**config.mk**
```make
export PLATFORM = sky130hd
export DESIGN_NAME = keyed_wdog
export DESIGN_NICKNAME = d
export VERILOG_FILES = /design/src/rtl/kwd_pkg.sv /design/src/rtl/kwd_keyfsm.sv /design/src/rtl/kwd_counter.sv /design/src/rtl/kwd_pulse.sv /design/src/rtl/keyed_wdog.sv
export SDC_FILE = /design/constraint.sdc
export NUM_CORES = 1
export LEC_CHECK = 0
export BUFFER_PORTS_ARGS = -buffer_cell sky130_fd_sc_hd__buf_2
export CORE_UTILIZATION = 62
export DETAILED_ROUTE_END_ITERATION = 8
export PLACE_DENSITY = 0.78
export SLEW_MARGIN = 40
export SYNTH_ARGS = -nofsm -noshare
export SYNTH_HDL_FRONTEND = slang
export SYNTH_SLANG_ARGS = --single-unit
```
**constraint.sdc**
```tcl
create_clock -name clk -period 2.49 [get_ports clk]
set_input_delay 0.3735 -clock clk [delete_from_list [all_inputs] [get_ports clk]]
set_output_delay 0.3735 -clock clk [all_outputs]
set_load 0.01 [all_outputs]
```
**src/rtl/kwd_pkg.sv**
```systemverilog
`timescale 1ns/1ps
package kwd_pkg;
   localparam int WD_DW = 32;
   localparam int WD_KW = 16;
   localparam int WD_NH = 2;

   typedef enum logic [1:0] {
      WD_IDLE = 2'd0,
      WD_PRE  = 2'd1,
      WD_RUN  = 2'd2,
      WD_SVC  = 2'd3
   } wd_state_e;

   localparam logic [7:0] OFF_ID   = 8'h00;
   localparam logic [7:0] OFF_EMU  = 8'h04;
   localparam logic [7:0] OFF_CLO  = 8'h10;
   localparam logic [7:0] OFF_CHI  = 8'h14;
   localparam logic [7:0] OFF_PLO  = 8'h18;
   localparam logic [7:0] OFF_PHI  = 8'h1C;
   localparam logic [7:0] OFF_TCTL = 8'h20;
   localparam logic [7:0] OFF_GCTL = 8'h24;
   localparam logic [7:0] OFF_WCTL = 8'h28;

   localparam int BIT_EN   = 14;
   localparam int BIT_FLAG = 15;

   // both halves released from reset, 64-bit watchdog mode
   localparam logic [3:0] GCTL_ARM = 4'b1011;
endpackage

```
**src/rtl/kwd_keyfsm.sv**
```systemverilog
`timescale 1ns/1ps
module kwd_keyfsm
   import kwd_pkg::*;
#(
   parameter logic [WD_KW-1:0] KEY_A = 16'hA5C6,
   parameter logic [WD_KW-1:0] KEY_B = 16'hDA7E
)(
   input  logic             clk,
   input  logic             rst_n,
   input  logic             key_wr_i,
   input  logic [WD_KW-1:0] key_i,
   input  logic             en_bit_i,
   input  logic             mode_ok_i,
   output wd_state_e        state_o,
   output logic             arm_done_o,
   output logic             svc_done_o,
   output logic             bad_key_o
);
   wd_state_e st_q, st_d;
   logic is_a, is_b;

   assign is_a = (key_i == KEY_A);
   assign is_b = (key_i == KEY_B);

   always_comb begin
      st_d       = st_q;
      arm_done_o = 1'b0;
      svc_done_o = 1'b0;
      bad_key_o  = 1'b0;
      case (st_q)
         WD_IDLE: if (key_wr_i && is_a && en_bit_i && mode_ok_i) st_d = WD_PRE;
         WD_PRE: begin
            if (key_wr_i && is_b && en_bit_i) begin
               st_d       = WD_RUN;
               arm_done_o = 1'b1;
            end
         end
         WD_RUN: begin
            if (key_wr_i) begin
               if (is_a) st_d = WD_SVC;
               else      bad_key_o = 1'b1;
            end
         end
         default: begin
            if (key_wr_i) begin
               if (is_b) begin
                  st_d       = WD_RUN;
                  svc_done_o = 1'b1;
               end else begin
                  bad_key_o = 1'b1;
               end
            end
         end
      endcase
   end

   always_ff @(posedge clk or negedge rst_n) begin
      if (!rst_n) st_q <= WD_IDLE;
      else        st_q <= st_d;
   end

   assign state_o = st_q;

   // a running watchdog never falls back to idle or pre-active
   assert_no_disarm_R12: assert property (@(posedge clk) disable iff (!rst_n)
      (st_q == WD_RUN || st_q == WD_SVC) |=> (st_q == WD_RUN || st_q == WD_SVC));

   // leaving idle needs the first key with the enable bit
   assert_arm_needs_key_R3: assert property (@(posedge clk) disable iff (!rst_n)
      (st_q == WD_IDLE && !(key_wr_i && is_a && en_bit_i)) |=> st_q == WD_IDLE);

   // pre-active only ever advances to active
   assert_pre_exit_R4: assert property (@(posedge clk) disable iff (!rst_n)
      (st_q == WD_PRE) |=> (st_q == WD_PRE || st_q == WD_RUN));
endmodule

```
**src/rtl/kwd_counter.sv**
```systemverilog
`timescale 1ns/1ps
module kwd_counter #(
   parameter int HALF_W = 32,
   parameter int NHALF  = 2
)(
   input  logic                      clk,
   input  logic                      rst_n,
   input  logic                      run_i,
   input  logic                      tick_i,
   input  logic                      clr_i,
   input  logic [NHALF-1:0]          ld_i,
   input  logic [HALF_W-1:0]         ld_val_i,
   input  logic [NHALF*HALF_W-1:0]   period_i,
   output logic [NHALF*HALF_W-1:0]   cnt_o,
   output logic                      hit_o
);
   localparam int CW = NHALF * HALF_W;

   logic [HALF_W-1:0] half_q [NHALF];
   logic [NHALF-1:0]  carry;

   assign carry[0] = run_i & tick_i;

   generate
      for (genvar h = 0; h < NHALF; h++) begin : g_half
         if (h + 1 < NHALF) begin : g_chain
            assign carry[h+1] = carry[h] & (&half_q[h]);
         end
         always_ff @(posedge clk or negedge rst_n) begin
            if (!rst_n)         half_q[h] <= '0;
            else if (clr_i)     half_q[h] <= '0;
            else if (carry[0]) begin
               if (carry[h]) half_q[h] <= half_q[h] + 1'b1;
            end
            else if (ld_i[h])   half_q[h] <= ld_val_i;
         end
         assign cnt_o[h*HALF_W +: HALF_W] = half_q[h];
      end
   endgenerate

   assign hit_o = carry[0] && (cnt_o == period_i);

   // a ticked, uncleared running cycle adds exactly one
   assert_count_step_R6: assert property (@(posedge clk) disable iff (!rst_n)
      (run_i && tick_i && !clr_i) |=> cnt_o == ($past(cnt_o) + CW'(1)));

   // without tick, clear or load the count holds
   assert_count_hold_R6: assert property (@(posedge clk) disable iff (!rst_n)
      (!tick_i && !clr_i && ld_i == '0) |=> $stable(cnt_o));

   // a clear always lands on zero
   assert_clear_zero_R7: assert property (@(posedge clk) disable iff (!rst_n)
      clr_i |=> cnt_o == '0);
endmodule

```
**src/rtl/kwd_pulse.sv**
```systemverilog
`timescale 1ns/1ps
module kwd_pulse #(
   parameter int RST_CYCLES = 16
)(
   input  logic clk,
   input  logic rst_n,
   input  logic fire_i,
   output logic pulse_o
);
   generate
      if (RST_CYCLES == 1) begin : g_flop
         logic p_q;
         always_ff @(posedge clk or negedge rst_n) begin
            if (!rst_n) p_q <= 1'b0;
            else        p_q <= fire_i;
         end
         assign pulse_o = p_q;
      end else begin : g_cnt
         localparam int PW = $clog2(RST_CYCLES + 1);
         logic [PW-1:0] c_q;
         always_ff @(posedge clk or negedge rst_n) begin
            if (!rst_n)          c_q <= '0;
            else if (fire_i)     c_q <= PW'(RST_CYCLES);
            else if (c_q != '0)  c_q <= c_q - 1'b1;
         end
         assign pulse_o = (c_q != '0);
      end
   endgenerate

   // every timeout starts a pulse on the next cycle
   assert_pulse_start_R8: assert property (@(posedge clk) disable iff (!rst_n)
      fire_i |=> pulse_o);

   // no pulse appears without a timeout
   assert_pulse_cause_R8: assert property (@(posedge clk) disable iff (!rst_n)
      (!fire_i && !pulse_o) |=> !pulse_o);
endmodule

```
**src/rtl/keyed_wdog.sv**
```systemverilog
`timescale 1ns/1ps
module keyed_wdog
   import kwd_pkg::*;
#(
   parameter int               ADDR_W     = 6,
   parameter logic [15:0]      KEY_A      = 16'hA5C6,
   parameter logic [15:0]      KEY_B      = 16'hDA7E,
   parameter int               RST_CYCLES = 16,
   parameter logic [31:0]      ID_VALUE   = 32'h4B57_0001
)(
   input  logic              clk,
   input  logic              rst_n,
   input  logic              tick_i,
   input  logic              wr_i,
   input  logic [ADDR_W-1:0] addr_i,
   input  logic [31:0]       wdata_i,
   output logic [31:0]       rdata_o,
   output logic              wdog_rst_o
);
   localparam int CW = WD_NH * WD_DW;

   generate
      if (ADDR_W < 6)                          begin : g_chk_addr $error("ADDR_W too small for the register map"); end
      if (KEY_A == KEY_B)                      begin : g_chk_keys $error("the two keys must differ"); end
      if (KEY_A == '0 || KEY_B == '0)          begin : g_chk_zero $error("a key of zero marks a keyless write"); end
      if (RST_CYCLES < 1)                      begin : g_chk_rst  $error("RST_CYCLES must be at least 1"); end
   endgenerate

   wd_state_e state;
   logic locked, running, key_wr, mode_ok;
   logic arm_done, svc_done, bad_key, hit, tmo, clr;
   logic wr_clo, wr_chi, wr_tctl, wr_gctl, wr_wctl;
   logic [WD_NH-1:0] wr_per;
   logic [WD_DW-1:0] per_h [WD_NH];
   logic [CW-1:0]    period, cnt;
   logic [31:0]      tctl_q, gctl_q;
   logic             flag_q;

   assign wr_clo  = wr_i && (addr_i == ADDR_W'(OFF_CLO));
   assign wr_chi  = wr_i && (addr_i == ADDR_W'(OFF_CHI));
   assign wr_tctl = wr_i && (addr_i == ADDR_W'(OFF_TCTL));
   assign wr_gctl = wr_i && (addr_i == ADDR_W'(OFF_GCTL));
   assign wr_wctl = wr_i && (addr_i == ADDR_W'(OFF_WCTL));
   assign wr_per[0] = wr_i && (addr_i == ADDR_W'(OFF_PLO));
   assign wr_per[1] = wr_i && (addr_i == ADDR_W'(OFF_PHI));

   assign locked  = (state != WD_IDLE);
   assign running = (state == WD_RUN) || (state == WD_SVC);
   assign key_wr  = wr_wctl && (wdata_i[31:16] != '0);
   assign mode_ok = (gctl_q[3:0] == GCTL_ARM);

   kwd_keyfsm #(.KEY_A(KEY_A), .KEY_B(KEY_B)) u_fsm (
      .clk        (clk),
      .rst_n      (rst_n),
      .key_wr_i   (key_wr),
      .key_i      (wdata_i[31:16]),
      .en_bit_i   (wdata_i[BIT_EN]),
      .mode_ok_i  (mode_ok),
      .state_o    (state),
      .arm_done_o (arm_done),
      .svc_done_o (svc_done),
      .bad_key_o  (bad_key)
   );

   assign tmo = hit | bad_key;
   assign clr = arm_done | svc_done | tmo;

   kwd_counter #(.HALF_W(WD_DW), .NHALF(WD_NH)) u_cnt (
      .clk      (clk),
      .rst_n    (rst_n),
      .run_i    (running),
      .tick_i   (tick_i),
      .clr_i    (clr),
      .ld_i     ({wr_chi & ~locked, wr_clo & ~locked}),
      .ld_val_i (wdata_i),
      .period_i (period),
      .cnt_o    (cnt),
      .hit_o    (hit)
   );

   kwd_pulse #(.RST_CYCLES(RST_CYCLES)) u_pulse (
      .clk     (clk),
      .rst_n   (rst_n),
      .fire_i  (tmo),
      .pulse_o (wdog_rst_o)
   );

   generate
      for (genvar h = 0; h < WD_NH; h++) begin : g_per
         always_ff @(posedge clk or negedge rst_n) begin
            if (!rst_n)                    per_h[h] <= '0;
            else if (wr_per[h] && !locked) per_h[h] <= wdata_i;
         end
         assign period[h*WD_DW +: WD_DW] = per_h[h];
      end
   endgenerate

   always_ff @(posedge clk or negedge rst_n) begin
      if (!rst_n) begin
         tctl_q <= '0;
         gctl_q <= '0;
      end else if (!locked) begin
         if (wr_tctl) tctl_q <= wdata_i;
         if (wr_gctl) gctl_q <= wdata_i;
      end
   end

   always_ff @(posedge clk or negedge rst_n) begin
      if (!rst_n)                              flag_q <= 1'b0;
      else if (tmo)                            flag_q <= 1'b1;
      else if (wr_wctl && wdata_i[BIT_FLAG])   flag_q <= 1'b0;
   end

   always_comb begin
      rdata_o = '0;
      case (addr_i)
         ADDR_W'(OFF_ID):   rdata_o = ID_VALUE;
         ADDR_W'(OFF_CLO):  rdata_o = cnt[WD_DW-1:0];
         ADDR_W'(OFF_CHI):  rdata_o = cnt[CW-1:WD_DW];
         ADDR_W'(OFF_PLO):  rdata_o = per_h[0];
         ADDR_W'(OFF_PHI):  rdata_o = per_h[1];
         ADDR_W'(OFF_TCTL): rdata_o = tctl_q;
         ADDR_W'(OFF_GCTL): rdata_o = gctl_q;
         ADDR_W'(OFF_WCTL): rdata_o = {16'h0, flag_q, locked, 14'h0};
         default:           rdata_o = '0;
      endcase
   end

   // a locked period ignores bus writes
   assert_period_locked_R5: assert property (@(posedge clk) disable iff (!rst_n)
      (locked && wr_i) |=> $stable(period));

   // a locked global control ignores bus writes
   assert_gctl_locked_R5: assert property (@(posedge clk) disable iff (!rst_n)
      locked |=> $stable(gctl_q));

   // any timeout leaves the flag set
   assert_flag_set_R7: assert property (@(posedge clk) disable iff (!rst_n)
      tmo |=> flag_q);
endmodule

```
==> impl_metrics.py <==
metrics = {
    "die": {
        "io-pin-count": 75,
        "die_w_um": 139,
        "core-area_sq_um": 18100,
        "initial_utilization_pct": 63.8,
        "rows": 49,
        "die_h_um": 139,
        "dieArea_sq_um": 19200,
    },
    "cts": {
        "numCtsBuffers": 17,
        "cts_max_level": 4,
        "cts-root-buf": "clkbuf_16",
        "cts_tree": "done",
        "clockBufferDepth": 2,
        "clkSlewWorstSetupHoldPaths_ps": 90,
        "clk_latency_ps": 450,
        "cts_sinks": 200,
    },
    "min_path": {
        "min_path_cells": 3,
        "worstHoldStart": "wdata_i[11]",
        "hold_end": "per_h[11]$_DFFE_PN0P_",
        "hold_path.class": "in -> reg",
    },
    "detailed_routing": {
        "drcViolationCount": 2,
        "routed_wl_mm": 40.9,
        "drt_first_pass_iters": 8,
        "ant_nets": 0,
        "vias": 11000,
        "drt_iter0_drc": 1735,
        "vias_per_cell": 7.17,
        "avgRoutedWirePerCell_um": 26.7,
    },
    "worst_setup_path": {
        "cpPeakStageDelay_ps": 490,
        "r2r_cells": 7,
        "path_delay_family": "simple AND/OR/NAND/NOR gates",
        "cp-start-kind": "flop",
        "critPathSlowestCell": "dfrtp_1",
        "crit_top_cell": "nand4_1",
        "r2r_start": "per_h[12]$_DFFE_PN0P_",
        "worstSetupPathType": "reg -> reg",
        "cp.depth": 7,
        "arrival_ps": 2770,
        "end_kind": "flop",
        "critPathBufInv": 1,
        "r2r_end": "u_cnt.cnt_o[18]$_DFFE_PN0P_",
        "required_ps": 2810,
        "r2r_setup_slack_ps": 50,
        "cp_max_fo": 41,
        "cp_cell_sequence": "xnor2_1, nand4_1, nor4_2, nand4_1, o21ai_4, buf_12, nor3_1",
    },
    "sta": {
        "setup_tns_ps": 0,
        "layout_setup_ws_ps": 49.4,
        "slew_viol_final": 0,
        "rsz0062_at_grt": "false",
        "post-route-period-util_pct": 98.0,
        "hold_violations": 0,
        "fin_skew_ps": 11.8,
        "slew_headroom_pct": 49.3,
        "worstMarginPinSlew_ps": 757,
        "fin_crit_ps": 2440,
        "fmax_ghz": 0.410,
        "finalSetupViolCount": 0,
    },
    "pwr": {
        "switching_power_mw": 3.09,
        "clockPowerShare_pct": 33.6,
        "vdd_drop_max_v": 0.000512,
        "p_int_mw": 6.04,
        "power.leakage_nw": 6.17,
        "power_mw": 9.13,
        "swShare_pct": 33.9,
        "p_comb_share_pct": 20.3,
        "power.density_nw_per_um2": 677,
        "seqPwrFrac_pct": 46.1,
    },
    "place": {
        "post_dp_cell_area_sq_um": 12800,
        "port_buffers": 74,
        "pre_cts_ws_ps": 82.1,
        "hpwlAfterDp_mm": 29.6,
        "gp_congestion": 1.07,
        "dp.cells": 1498,
    },
    "global_route": {
        "antenna_found_initial": 0,
        "grt.met2_usage_pct": 62.9,
        "top_usage_layer": "met2",
        "grt_pass1_wl_mm": 62.6,
        "gr-total-overflow": 0,
        "grt_pass1_vias": 10400,
        "met3_usage_pct": 13.9,
        "grt_max_degree": 69,
        "grtUsageTotal_pct": 43.4,
        "grtUsageMet1_pct": 60.5,
    },
    "synthesis": {
        "yosysMostFrequentCell": "dfrtp_1",
        "syn_area_sq_um": 11600,
        "synth_cell_type_count": 67,
        "synth_seq_cells": 200,
        "syn_area_per_cell_sq_um": 9.78,
        "synth_top_area_cell": "dfrtp_1",
        "yosysTopAreaCellShare_pct": 43.2,
        "syn_inst": 1185,
        "syn_nets": 1231,
        "synth_enable_flop_cells": 0,
        "synth_commonest_cells": "dfrtp_1, mux2_2, nand2_1",
        "async_flop_share_pct": 100,
        "ys.flop_type": "dfrtp_1",
        "synth.area.top_cells": "dfrtp_1, mux2_2, o21ai_0, a21oi_1, xnor2_1",
        "yosysSeqAreaShare_pct": 43.2,
        "yosysWarnings": 0,
    },
    "finish": {
        "nets": 1335,
        "final_area_sq_um": 13500,
        "layout-area-overhead-vs-synth_pct": 16.4,
        "antenna_cells": 0,
        "drive_above_1_share_pct": 28.6,
        "instances_no_fill": 1531,
    },
    "outcome": {
        "status": "finished with violations",
        "violations": "DRC",
    },
    "flow_run": {
        "maxCapViolCount": 0,
    },
}
through the flow:
step           utilization (%)  hold slack (ps)
4_1_cts                   74.2              262
5_1_grt                   74.3              282
6_report                  74.3              262
3_5_place_dp              70.5              364
3_3_place_gp              70.5              361
2_1_floorplan                -             77.9
kinds of logic after synthesis:
| kind of cell | synth area share (%) |
|---|---|
| compound gates | 17.5 |
| buf+inv | 4.02 |
| flops | 43.2 |
| fa+ha+maj | 0.432 |
| xor+xnor | 3.78 |
| simple gates | 15.5 |
| mux | 15.6 |
area by class of cell:
type	count	area, sq um
Timing Repair Buffer	181	1310
Sequential cell	200	5010
Inverter	21	78.8
Fill cell	1306	4660
Tap cell	229	287
Multi-Input combinational cell	868	6150
Clock buffer	17	425
Clock inverter	15	228
worst max path at each step:
stage | startpoint | slack (ps) | endpoint
2_1_floorplan | addr_i[2] | 130 | rdata_o[18]
3_3_place_gp | wdata_i[25] | 100 | u_cnt.cnt_o[7]$_DFFE_PN0P_
3_5_place_dp | wdata_i[23] | 80 | u_cnt.cnt_o[7]$_DFFE_PN0P_
4_1_cts | per_h[25]$_DFFE_PN0P_ | 50 | rdata_o[25]
5_1_grt | per_h[25]$_DFFE_PN0P_ | 1 | rdata_o[25]
6_report | per_h[12]$_DFFE_PN0P_ | 50 | u_cnt.cnt_o[18]$_DFFE_PN0P_
routing by layer:
layer / wire length (um) / vias to the layer above
li1: - / 4628
met1: 15900 / 5351
met2: 17400 / 850
met3: 5870 / 141
met4: 1770 / 0
met5: 0 / -
state kept, by name (all words and copies together) (netlist names):
name and flops:
gctl_q 32, u_pulse.g_cnt.c_q 5, u_fsm.state_o 2, tctl_q 32, u_cnt.cnt_o 64, per_h 64
flag_q 1
what timing repair did:
action                                  CTS  global route
hold endpoints to repair                 47             0
buffers inserted                          0             0
endpoints found under the setup margin    0            53
hold buffers                              1             0
gates resized for setup                   0             5
cells in the final DEF (no fill, tap or decap), types with 32 or more instances in the layout:
master and n:
mux2_2 135, buf_2 73, nor2_1 75, xnor2_1 41, dfrtp_1 199, a222oi_1 32, nand2_1 87, o21ai_0 82
a21oi_1 73, buf_4 95
worst min-delay path, delay by kind of cell:
family	cells	cell delay (ps)
AND/OR/NAND/NOR	1	60
buffers and inverters	1	150
AO/OA/AOI/OAI	1	80
power by group through the flow:
stage | Combinational [mW] | Sequential [mW] | Clock, mW
after detailed placement | 1.77 | 4.22 | 0
after CTS | 1.79 | 4.17 | 3.07
final | 1.85 | 4.21 | 3.07
after floorplan | 1.03 | 4.03 | 0
after global placement | 1.73 | 4.20 | 0
after global routing | 1.95 | 4.24 | 3.20
Power figures use the tool's default switching activity.
